$ cat src/rtl/rtc_snap_pkg.sv
package rtc_snap_pkg;

    localparam int BCD_W  = 8;
    localparam int REG_AW = 3;

    typedef struct packed {
        logic [7:0] cen;
        logic [7:0] yr;
        logic [7:0] mon;
        logic [7:0] date;
        logic [7:0] dow;
        logic [7:0] hr;
        logic [7:0] min;
        logic [7:0] sec;
    } rtc_time_t;

    localparam logic [2:0] A_SEC  = 3'd0;
    localparam logic [2:0] A_MIN  = 3'd1;
    localparam logic [2:0] A_HR   = 3'd2;
    localparam logic [2:0] A_DOW  = 3'd3;
    localparam logic [2:0] A_DATE = 3'd4;
    localparam logic [2:0] A_MON  = 3'd5;
    localparam logic [2:0] A_YR   = 3'd6;
    localparam logic [2:0] A_CTL  = 3'd7;

    localparam int FREEZE_BIT = 6;

    localparam rtc_time_t RESET_TIME = '{cen: 8'h00, yr: 8'h00, mon: 8'h01,
                                         date: 8'h01, dow: 8'h01, hr: 8'h00,
                                         min: 8'h00, sec: 8'h00};

    function automatic logic [7:0] bcd_inc(input logic [7:0] v);
        if (v[3:0] == 4'd9)
            return {v[7:4] + 4'd1, 4'd0};
        else
            return {v[7:4], v[3:0] + 4'd1};
    endfunction

    // 10 = 2 (mod 4), so the year modulo 4 is (2*tens_lsb + ones) mod 4
    function automatic logic [7:0] month_days(input logic [7:0] mon,
                                              input logic       yr_tens_lsb,
                                              input logic [3:0] yr_ones);
        logic [4:0] m4;
        m4 = {3'b000, yr_tens_lsb, 1'b0} + {1'b0, yr_ones};
        if (mon == 8'h02)
            return (m4[1:0] == 2'b00) ? 8'h29 : 8'h28;
        else if (mon == 8'h04 || mon == 8'h06 || mon == 8'h09 || mon == 8'h11)
            return 8'h30;
        else
            return 8'h31;
    endfunction

    function automatic rtc_time_t set_field(input rtc_time_t t,
                                            input logic [2:0] a,
                                            input logic [7:0] d);
        rtc_time_t r;
        r = t;
        case (a)
            A_SEC:   r.sec  = d;
            A_MIN:   r.min  = d;
            A_HR:    r.hr   = d;
            A_DOW:   r.dow  = d;
            A_DATE:  r.date = d;
            A_MON:   r.mon  = d;
            A_YR:    r.yr   = d;
            default: r.cen  = {2'b00, d[5:0]};
        endcase
        return r;
    endfunction

endpackage

$ cat src/rtl/rtc_calendar_next.sv
module rtc_calendar_next
    import rtc_snap_pkg::*;
#(
    parameter logic [7:0] CENT_LAST = 8'h39
) (
    input  rtc_time_t cur,
    output rtc_time_t nxt
);

    logic c_min, c_hr, c_day, c_mon, c_yr, c_cen;
    logic [7:0] dim;

    always_comb begin
        dim   = month_days(cur.mon, cur.yr[4], cur.yr[3:0]);
        nxt   = cur;
        c_min = (cur.sec == 8'h59);
        nxt.sec = c_min ? 8'h00 : bcd_inc(cur.sec);

        c_hr = c_min && (cur.min == 8'h59);
        if (c_min)
            nxt.min = (cur.min == 8'h59) ? 8'h00 : bcd_inc(cur.min);

        c_day = c_hr && (cur.hr == 8'h23);
        if (c_hr)
            nxt.hr = (cur.hr == 8'h23) ? 8'h00 : bcd_inc(cur.hr);

        c_mon = c_day && (cur.date == dim);
        if (c_day) begin
            nxt.date = (cur.date == dim) ? 8'h01 : bcd_inc(cur.date);
            nxt.dow  = (cur.dow == 8'h07) ? 8'h01 : bcd_inc(cur.dow);
        end

        c_yr = c_mon && (cur.mon == 8'h12);
        if (c_mon)
            nxt.mon = (cur.mon == 8'h12) ? 8'h01 : bcd_inc(cur.mon);

        c_cen = c_yr && (cur.yr == 8'h99);
        if (c_yr)
            nxt.yr = (cur.yr == 8'h99) ? 8'h00 : bcd_inc(cur.yr);

        if (c_cen)
            nxt.cen = (cur.cen == CENT_LAST) ? 8'h00 : bcd_inc(cur.cen);
    end

endmodule

$ cat src/rtl/rtc_freeze_fsm.sv
module rtc_freeze_fsm (
    input  logic clk,
    input  logic rst_n,
    input  logic tick_go,
    input  logic ctl_wr,
    input  logic ctl_freeze,
    output logic vis_live,
    output logic vis_reload,
    output logic read_flag
);

    typedef enum logic [1:0] {
        ST_LIVE    = 2'd0,
        ST_FROZEN  = 2'd1,
        ST_RELEASE = 2'd2
    } frz_state_e;

    frz_state_e st_q, st_d;

    always_ff @(posedge clk) begin
        if (!rst_n) st_q <= ST_LIVE;
        else        st_q <= st_d;
    end

    always_comb begin
        st_d = st_q;
        unique case (st_q)
            ST_LIVE:    if (ctl_wr && ctl_freeze)  st_d = ST_FROZEN;
            ST_FROZEN:  if (ctl_wr && !ctl_freeze) st_d = ST_RELEASE;
            ST_RELEASE: if (ctl_wr && ctl_freeze)  st_d = ST_FROZEN;
                        else if (tick_go)          st_d = ST_LIVE;
            default:    st_d = ST_LIVE;
        endcase
    end

    always_comb begin
        vis_live   = 1'b0;
        vis_reload = 1'b0;
        read_flag  = 1'b0;
        unique case (st_q)
            ST_LIVE: begin
                vis_live   = 1'b1;
                vis_reload = tick_go;
            end
            ST_FROZEN:  read_flag  = 1'b1;
            ST_RELEASE: vis_reload = tick_go;
            default: ;
        endcase
    end

    AST_FREEZE_ENTRY: assert property (@(posedge clk) disable iff (!rst_n)
        (ctl_wr && ctl_freeze) |=> read_flag) else $error("freeze entry");

endmodule

$ cat src/rtl/rtc_bus_port.sv
module rtc_bus_port
    import rtc_snap_pkg::*;
#(
    parameter int AW = REG_AW,
    parameter int DW = BCD_W
) (
    input  logic          ce_n,
    input  logic          oe_n,
    input  logic          we_n,
    input  logic [AW-1:0] addr,
    input  rtc_time_t     vis,
    input  logic          read_flag,
    output logic          wr_en,
    output logic          rd_en,
    output logic [DW-1:0] rdata
);

    logic [7:0] fld;

    always_comb begin
        wr_en = !ce_n && !we_n;
        rd_en = !ce_n && we_n && !oe_n;
        case (addr)
            A_SEC:   fld = vis.sec;
            A_MIN:   fld = vis.min;
            A_HR:    fld = vis.hr;
            A_DOW:   fld = vis.dow;
            A_DATE:  fld = vis.date;
            A_MON:   fld = vis.mon;
            A_YR:    fld = vis.yr;
            default: fld = {vis.cen[7], vis.cen[6] | read_flag, vis.cen[5:0]};
        endcase
        rdata = rd_en ? fld : '0;
    end

    always_comb begin
        AST_BUS_IDLE: assert (!(ce_n && rd_en)) else $error("bus idle");
    end

endmodule

$ cat src/rtl/rtc_snapshot_bank.sv
module rtc_snapshot_bank
    import rtc_snap_pkg::*;
#(
    parameter int         ADDR_W    = REG_AW,
    parameter int         DATA_W    = BCD_W,
    parameter logic [7:0] CENT_LAST = 8'h39
) (
    input  logic              clk,
    input  logic              rst_n,
    input  logic              tick_1hz,
    input  logic              ce_n,
    input  logic              oe_n,
    input  logic              we_n,
    input  logic [ADDR_W-1:0] addr,
    input  logic [DATA_W-1:0] wdata,
    output logic [DATA_W-1:0] rdata,
    output logic              rd_en
);

    rtc_time_t cnt_q, vis_q, cnt_nxt;
    logic wr_en, tick_go, ctl_wr;
    logic vis_live, vis_reload, read_flag;

    assign tick_go = tick_1hz && !wr_en;
    assign ctl_wr  = wr_en && (addr == A_CTL);

    rtc_calendar_next #(.CENT_LAST(CENT_LAST)) u_next (
        .cur (cnt_q),
        .nxt (cnt_nxt)
    );

    rtc_freeze_fsm u_fsm (
        .clk        (clk),
        .rst_n      (rst_n),
        .tick_go    (tick_go),
        .ctl_wr     (ctl_wr),
        .ctl_freeze (wdata[FREEZE_BIT]),
        .vis_live   (vis_live),
        .vis_reload (vis_reload),
        .read_flag  (read_flag)
    );

    rtc_bus_port #(.AW(ADDR_W), .DW(DATA_W)) u_port (
        .ce_n      (ce_n),
        .oe_n      (oe_n),
        .we_n      (we_n),
        .addr      (addr),
        .vis       (vis_q),
        .read_flag (read_flag),
        .wr_en     (wr_en),
        .rd_en     (rd_en),
        .rdata     (rdata)
    );

    always_ff @(posedge clk) begin
        if (!rst_n) begin
            cnt_q <= RESET_TIME;
            vis_q <= RESET_TIME;
        end else begin
            if (wr_en)
                cnt_q <= set_field(cnt_q, addr, wdata);
            else if (tick_1hz)
                cnt_q <= cnt_nxt;

            if (wr_en && vis_live)
                vis_q <= set_field(vis_q, addr, wdata);
            else if (vis_reload)
                vis_q <= cnt_nxt;
        end
    end

    AST_SNAP_HELD: assert property (@(posedge clk) disable iff (!rst_n)
        $past(read_flag) |-> $stable(vis_q)) else $error("snapshot moved");
    AST_CNT_RUNS: assert property (@(posedge clk) disable iff (!rst_n)
        (read_flag && tick_go) |=> (cnt_q != $past(cnt_q))) else $error("counter stalled");
    AST_RELOAD_ALL: assert property (@(posedge clk) disable iff (!rst_n)
        vis_reload |=> (vis_q == cnt_q)) else $error("reload mismatch");
    AST_SEC_WRAP: assert property (@(posedge clk) disable iff (!rst_n)
        (tick_go && cnt_q.sec == 8'h59) |=> (cnt_q.sec == 8'h00)) else $error("sec wrap");
    AST_LIVE_WRITE: assert property (@(posedge clk) disable iff (!rst_n)
        (wr_en && vis_live) |=> (vis_q == cnt_q)) else $error("live write");

endmodule

$ cat config.mk
export PLATFORM = sky130hd
export DESIGN_NAME = rtc_snapshot_bank
export DESIGN_NICKNAME = d
export VERILOG_FILES = /design/src/rtl/rtc_snap_pkg.sv /design/src/rtl/rtc_calendar_next.sv /design/src/rtl/rtc_freeze_fsm.sv /design/src/rtl/rtc_bus_port.sv /design/src/rtl/rtc_snapshot_bank.sv
export SDC_FILE = /design/constraint.sdc
export NUM_CORES = 1
export LEC_CHECK = 0
export ABC_AREA = 1
export BUFFER_PORTS_ARGS = -buffer_cell sky130_fd_sc_hd__buf_2
export CELL_PAD_IN_SITES_DETAIL_PLACEMENT = 0
export CELL_PAD_IN_SITES_GLOBAL_PLACEMENT = 1
export CORE_MARGIN = 2
export CORE_UTILIZATION = 45
export CTS_CLUSTER_DIAMETER = 30
export CTS_CLUSTER_SIZE = 25
export DETAILED_ROUTE_END_ITERATION = 7
export PLACE_DENSITY = 0.82
export SLEW_MARGIN = 10
export SYNTH_ARGS = -nofsm -noshare
export SYNTH_HDL_FRONTEND = slang
export SYNTH_SLANG_ARGS = --single-unit
$ cat constraint.sdc
create_clock -name clk -period 2.97 [get_ports clk]
set_input_delay 0 -clock clk [delete_from_list [all_inputs] [get_ports clk]]
set_output_delay 0 -clock clk [all_outputs]
set_load 0.01 [all_outputs]
Yosys cells after proc, flatten, opt, wreduce, memory -nomap -nowiden
Cells that the tools add are included.

Word-level logic and storage cells: 176. Memories: 0. Latch bits: 0. Memory bits (writable): 0. Output and inout bits: 9. ROM bits: 0. Bits in registers: 130.

Mux-type cells: 47. Reductions and logical operators: 45. Magnitude comparators: 0. $mul: 0. Shifts and indexed selects: 0. Eq/ne operators: 49. $add $sub $neg: 17. Bitwise logic cells: 1. Divide/modulo/power cells: 0.

Operator list (number): $mux 64 (4); $mux 8 (31); $add 4x1->4 const B (16); $pmux 8 s7 (1); $eq 4x4->1 const B (8); $ne 2x1->1 const B (16); $reduce_and 2->1 (16); $eq 8x3->1 const B (3); $eq 8x5->1 const B (2); $eq 8x6->1 const B (2); $eq 8x7->1 const B (2); $mux 16 (1); $logic_and 1x1->1 (13); $eq 3x3->1 const B (4); $eq 8x2->1 const B (1); $eq 8x4->1 const B (1); $eq 8x8->1 (1); $eq 8x8->1 const B (1); $mux 2 (4); $reduce_or 7->1 (1); $eq 3x2->1 const B (2); $pmux 2 s3 (1); $logic_not 1->1 (5); $mux 1 (5); other kinds (13) (18).

Depth between registers and ports, before layout
Depth after elaboration: 13. Depth in mapped cells: 15. Depth with buffers taken out: 15.

Cells and area by module
Synthesis repeated with hierarchy kept, for this count alone.

Cells, all modules: 1503. Area, all modules: 9292.7 µm².

Modules (own cells, without submodules): rtc_snapshot_bank (area an instance 6246.0 µm², instances 1, sequential area each 2562.5 µm², cells an instance 951); rtc_calendar_next (area an instance 2194.6 µm², instances 1, sequential area each 0.0 µm², cells an instance 389); rtc_bus_port (area an instance 721.9 µm², instances 1, sequential area each 0.0 µm², cells an instance 143); rtc_freeze_fsm (area an instance 130.1 µm², instances 1, sequential area each 40.0 µm², cells an instance 20).

Least setup slack after synthesis
OpenSTA, ideal clock, no wires.

Path type: reg2reg. Start: register cnt_q[44] (netlist bit). End: register cnt_q[61] (netlist bit). Slack: 0.943 ns. Setup time: 0.139 ns. Arrival: 1.888 ns. Period minus slack after synthesis: 2.027 ns. Cell stages (with the launch flop): 14. Cell sequence: dfxtp_1 inv_1 ha_1 nor3b_2 nand3_2 a21oi_4 nand3_4 nor2_8 nand3_4 buf_6 nand2_1 o21ai_2 nand2_1 a21oi_2.

Word-level cells in the longest chain between the ends: 13. Elaborated cells between the ends (all ways): 18. Classes of those cells: 7 x eq/ne; 5 x mux; 6 x reduce/logical.

RTL lines: start: declaration (RTL line rtc_snapshot_bank.sv:20) `rtc_time_t cnt_q, vis_q, cnt_nxt;`; start signal: assignment (RTL line rtc_snapshot_bank.sv:61) `cnt_q <= set_field(cnt_q, addr, wdata);`; start signal: assignment (RTL line rtc_snapshot_bank.sv:63) `cnt_q <= cnt_nxt;`; $eq 8x3->1 (RTL line rtc_snap_pkg.sv:47) `else if (mon == 8'h04 || mon == 8'h06 || mon == 8'h09 || mon == 8'h11)`; $logic_or 1x1->1 (3 in series) (RTL line rtc_snap_pkg.sv:47); $mux 1 (RTL line rtc_snap_pkg.sv:47); $mux 8 (RTL line rtc_snap_pkg.sv:45) `if (mon == 8'h02)`; $eq 8x8->1 (RTL line rtc_calendar_next.sv:27) `c_mon = c_day && (cur.date == dim);`; $logic_and 1x1->1 (RTL line rtc_calendar_next.sv:27); $logic_and 1x1->1 * (RTL line rtc_calendar_next.sv:33) `c_yr = c_mon && (cur.mon == 8'h12);`; $logic_and 1x1->1 * (RTL line rtc_calendar_next.sv:37) `c_cen = c_yr && (cur.yr == 8'h99);`; $mux 8 * (RTL line rtc_calendar_next.sv:41) `if (c_cen)`; $mux 64 * (RTL line rtc_snapshot_bank.sv:62) `else if (tick_1hz)`; $mux 64 * (RTL line rtc_snapshot_bank.sv:60) `if (wr_en)`.

Mark *: on every way between the ends. The rest lies on a longest branch, timed or not. The select of a mux whose other input is x is not followed. A chain may end at the register's enable or synchronous reset.

Worst setup path in the final report
Start: register cnt_q[1] (netlist bit). End: register cnt_q[55] (netlist bit).

Word-level cells in the longest chain between the ends: 8.

RTL lines: $eq 8x7->1 (RTL line rtc_calendar_next.sv:16) `c_min = (cur.sec == 8'h59);`; $logic_and 1x1->1 (RTL line rtc_calendar_next.sv:19) `c_hr = c_min && (cur.min == 8'h59);`; $logic_and 1x1->1 (RTL line rtc_calendar_next.sv:23) `c_day = c_hr && (cur.hr == 8'h23);`; $logic_and 1x1->1 (RTL line rtc_calendar_next.sv:27); $logic_and 1x1->1 (RTL line rtc_calendar_next.sv:33); $mux 8 (RTL line rtc_calendar_next.sv:38) `if (c_yr)`; $mux 64 (RTL line rtc_snapshot_bank.sv:62); $mux 64 (RTL line rtc_snapshot_bank.sv:60).

No other way between the ends. The select of a mux whose other input is x is not followed.

==> run summary <==
Yosys cell types: 46
RSZ-0062 raised after global routing: false
Clock transition at path regs: 0.07 ns
die width: 137 µm
I/O pins: 26
H-tree lvl count: 4
row cnt: 48
Reg power frac: 42.4%
Pwr Density: 522 nW/µm²
Num Clock Sinks: 130
Mapped Nets: 1209
Min-Delay Path Class: input port to flop
Yosys reg bits: 130
crit path buf inv count: 2
initial DRC count: 739
WL/cell: 18.1 µm
critical path capture point type: flop
CP max stage delay: 0.32 ns
GRT Util Overall: 28.5%
clk root buf: clkbuf_16
yosys warns: 0
share of layout cells above drive strength 1: 12.8%
Final nets: 1238
total power: 0.00471 W
final hold vios: 0
Layout area overhead: 12.5%
Max Slew Vio Count: 0
Synth top area share: 32.5%
Max clock buf depth: 2
Post-Route Setup TNS: 0 ns
Initial DRT Pass Iterations: 5
antenna violations before repair: 0
DR DRC count: 0
vias in the first global route: 7305
Final min period: 2.55 ns
Synth area leaders: dfxtp_1, nand2_1, o21ai_0, a21oi_1, inv_1
Final GP Congestion: 0.945
worst endpoint data arrival time: 2.91 ns
# port buffers: 25
clk_lat worst skew: 0.44 ns
final setup fails: 0
top-count cell post-synth: nand2_1
cell family with most CP delay: simple AND/OR/NAND/NOR gates
final worst setup slack: 0.423 ns
leading area contributor after synthesis: dfxtp_1
post-synthesis sequential area ratio: 32.5%
ys async rst share: 0%
CTS Buf Count: 17
register area: 2600 µm²
WL final: 25900 µm
commonest cells in the netlist: nand2_1, o21ai_0, dfxtp_1
number of synthesized flops with an enable pin: 0
Main synth FF type: dfxtp_1
critical-path cell list: inv_1 -> ha_1 -> nand3_4 -> nor2_8 -> nand2_4 -> nor2_8 -> nand2_2 -> inv_2 -> nand2_2 -> nor2_1 -> nand2_1 -> o21ai_1 -> nand2_1 -> a21oi_1
switching share of total power: 31.8%
Peak Freq: 0.393 GHz
actual slew at the worst max-slew pin: 0.805 ns
largest net degree at the start of global routing: 51
clock share of power: 41.4%
number of max-cap violations: 0
Die Y: 137 µm
Core ar.: 17400 µm²
crit-path max FO: 12
Lkg Pwr: 3.78 nW
routed vias/inst: 5.70
CTS tree: built
fin crit share: 85.8%
WP data required: 3.34 ns
Max VDD drop: 0.000421 V
grt ovf: 0
Setup WS pre-CTS: 0.432 ns
CP Class: flop to flop
area of the multi-input gates: 4700 µm²
clock skew: 0.0118 ns
Fillers: 1770
Slowest-stage cell, CP: dfxtp_1
full die area: 18900 µm²
syn_area_per_cell: 6.89 µm²
Comb pwr share: 16.2%
Core Util, Final: 51.9%
first-pass GRT wire length: 40800 µm
Post-DRT Antenna Nets: 0
run status: finished, final reports clean
Initial Util: 46.1%
Slew Limit Headroom: 46.1%
cell area after synthesis: 8010 µm²
vias after detailed routing: 8151
CP startpoint kind: flop
net switching power: 0.00150 W
synthesized instance count: 1163
Internal Pwr Total: 0.00321 W
HPWL Detailed: 18700 µm
==> area by class of cell <==
type / instances / share of cell area, %
Tap cell: 225 / 3.12
Timing Repair Buffer: 55 / 4.08
Inverter: 139 / 5.79
Sequential cell: 130 / 28.9
Antenna cell: 1 / 0.0278
Multi-Input combinational cell: 849 / 52.1
Clock inverter: 13 / 1.15
Clock buffer: 19 / 4.80
==> cells in the final DEF (no fill, tap or decap), drive strengths merged, types with 3 or more instances in the layout <==
cell type / n
nor3: 14
a22o: 10
nand3: 51
clkbuf: 19
ha: 29
nand2: 213
a31oi: 60
inv: 140
a21oi: 138
o31ai: 3
xor2: 17
a221oi: 12
clkinv: 7
nand4: 12
buf: 53
or2: 5
nor2: 101
o22ai: 8
o21ai: 156
clkinvlp: 5
o211ai: 6
dfxtp: 130
==> tightest hold or removal path, delay by kind of cell <==
kind | cells | cell delay [ns]
buf+inv | 3 | 0.26
compound gates | 2 | 0.15
==> final timing paths <==
check | startpoint | endpoint | slack (ns) | cells past startpoint
setup / recovery | cnt_q[1]$_SDFFE_PN0P_ | cnt_q[55]$_SDFFE_PN0P_ | 0.42 | 14
hold / removal | wdata[1] | cnt_q[57]$_SDFFE_PN0P_ | 0.01 | 5
setup reg to reg | cnt_q[1]$_SDFFE_PN0P_ | cnt_q[55]$_SDFFE_PN0P_ | 0.42 | 14
hold reg to reg | vis_q[62]$_SDFFE_PN0P_ | vis_q[62]$_SDFFE_PN0P_ | 0.48 | 2
==> metal layers <==
layer | vias up | track usage (%) | routed length [µm]
li1 | 4052 | - | -
met3 | 41 | 4.67 | 1590
met1 | 3790 | 40.9 | 12200
met2 | 268 | 43.4 | 11600
met5 | - | 0 | 0
met4 | 0 | 9.39 | 601
==> cell families after synthesis <==
| group | after synthesis | synth area share [%] |
|---|---|---|
| simple gates | 399 | 22.9 |
| xor+xnor | 19 | 2.08 |
| mux | 2 | 0.250 |
| fa+ha+maj | 29 | 4.53 |
| buf+inv | 184 | 8.87 |
| compound gates | 400 | 28.8 |
| flops | 130 | 32.5 |
==> repair_timing <==
action	4_1_cts	5_1_grt
hold endpoints to repair	2	0
hold buffers	2	0
buffers inserted	0	0
setup endpoints to repair	0	0
resized for setup	0	0
==> per-stage QoR <==
step           hold slack (ns)  area (µm²)  cells
2_1_floorplan           0.0684        8010   1163
3_3_place_gp             0.313        8450   1396
3_5_place_dp             0.316        8450   1396
4_1_cts                0.00866        9010   1430
5_1_grt                 0.0433        9010   1430
6_report                0.0124        9010   1431
==> power groups by stage <==
stage	registers, W	logic (W)	clock network [W]
floorplan	0.00199	0.000535	0
global placement	0.00203	0.000744	0
detailed placement	0.00203	0.000749	0
CTS	0.00199	0.000755	0.00196
global route	0.00201	0.000855	0.00205
finish	0.00199	0.000763	0.00195
==> registers in the layout, indices dropped and copies added (netlist names) <==
name / flops
vis_q: 64
u_fsm.st_q: 2
cnt_q: 64
Power figures use the tool's default switching activity.
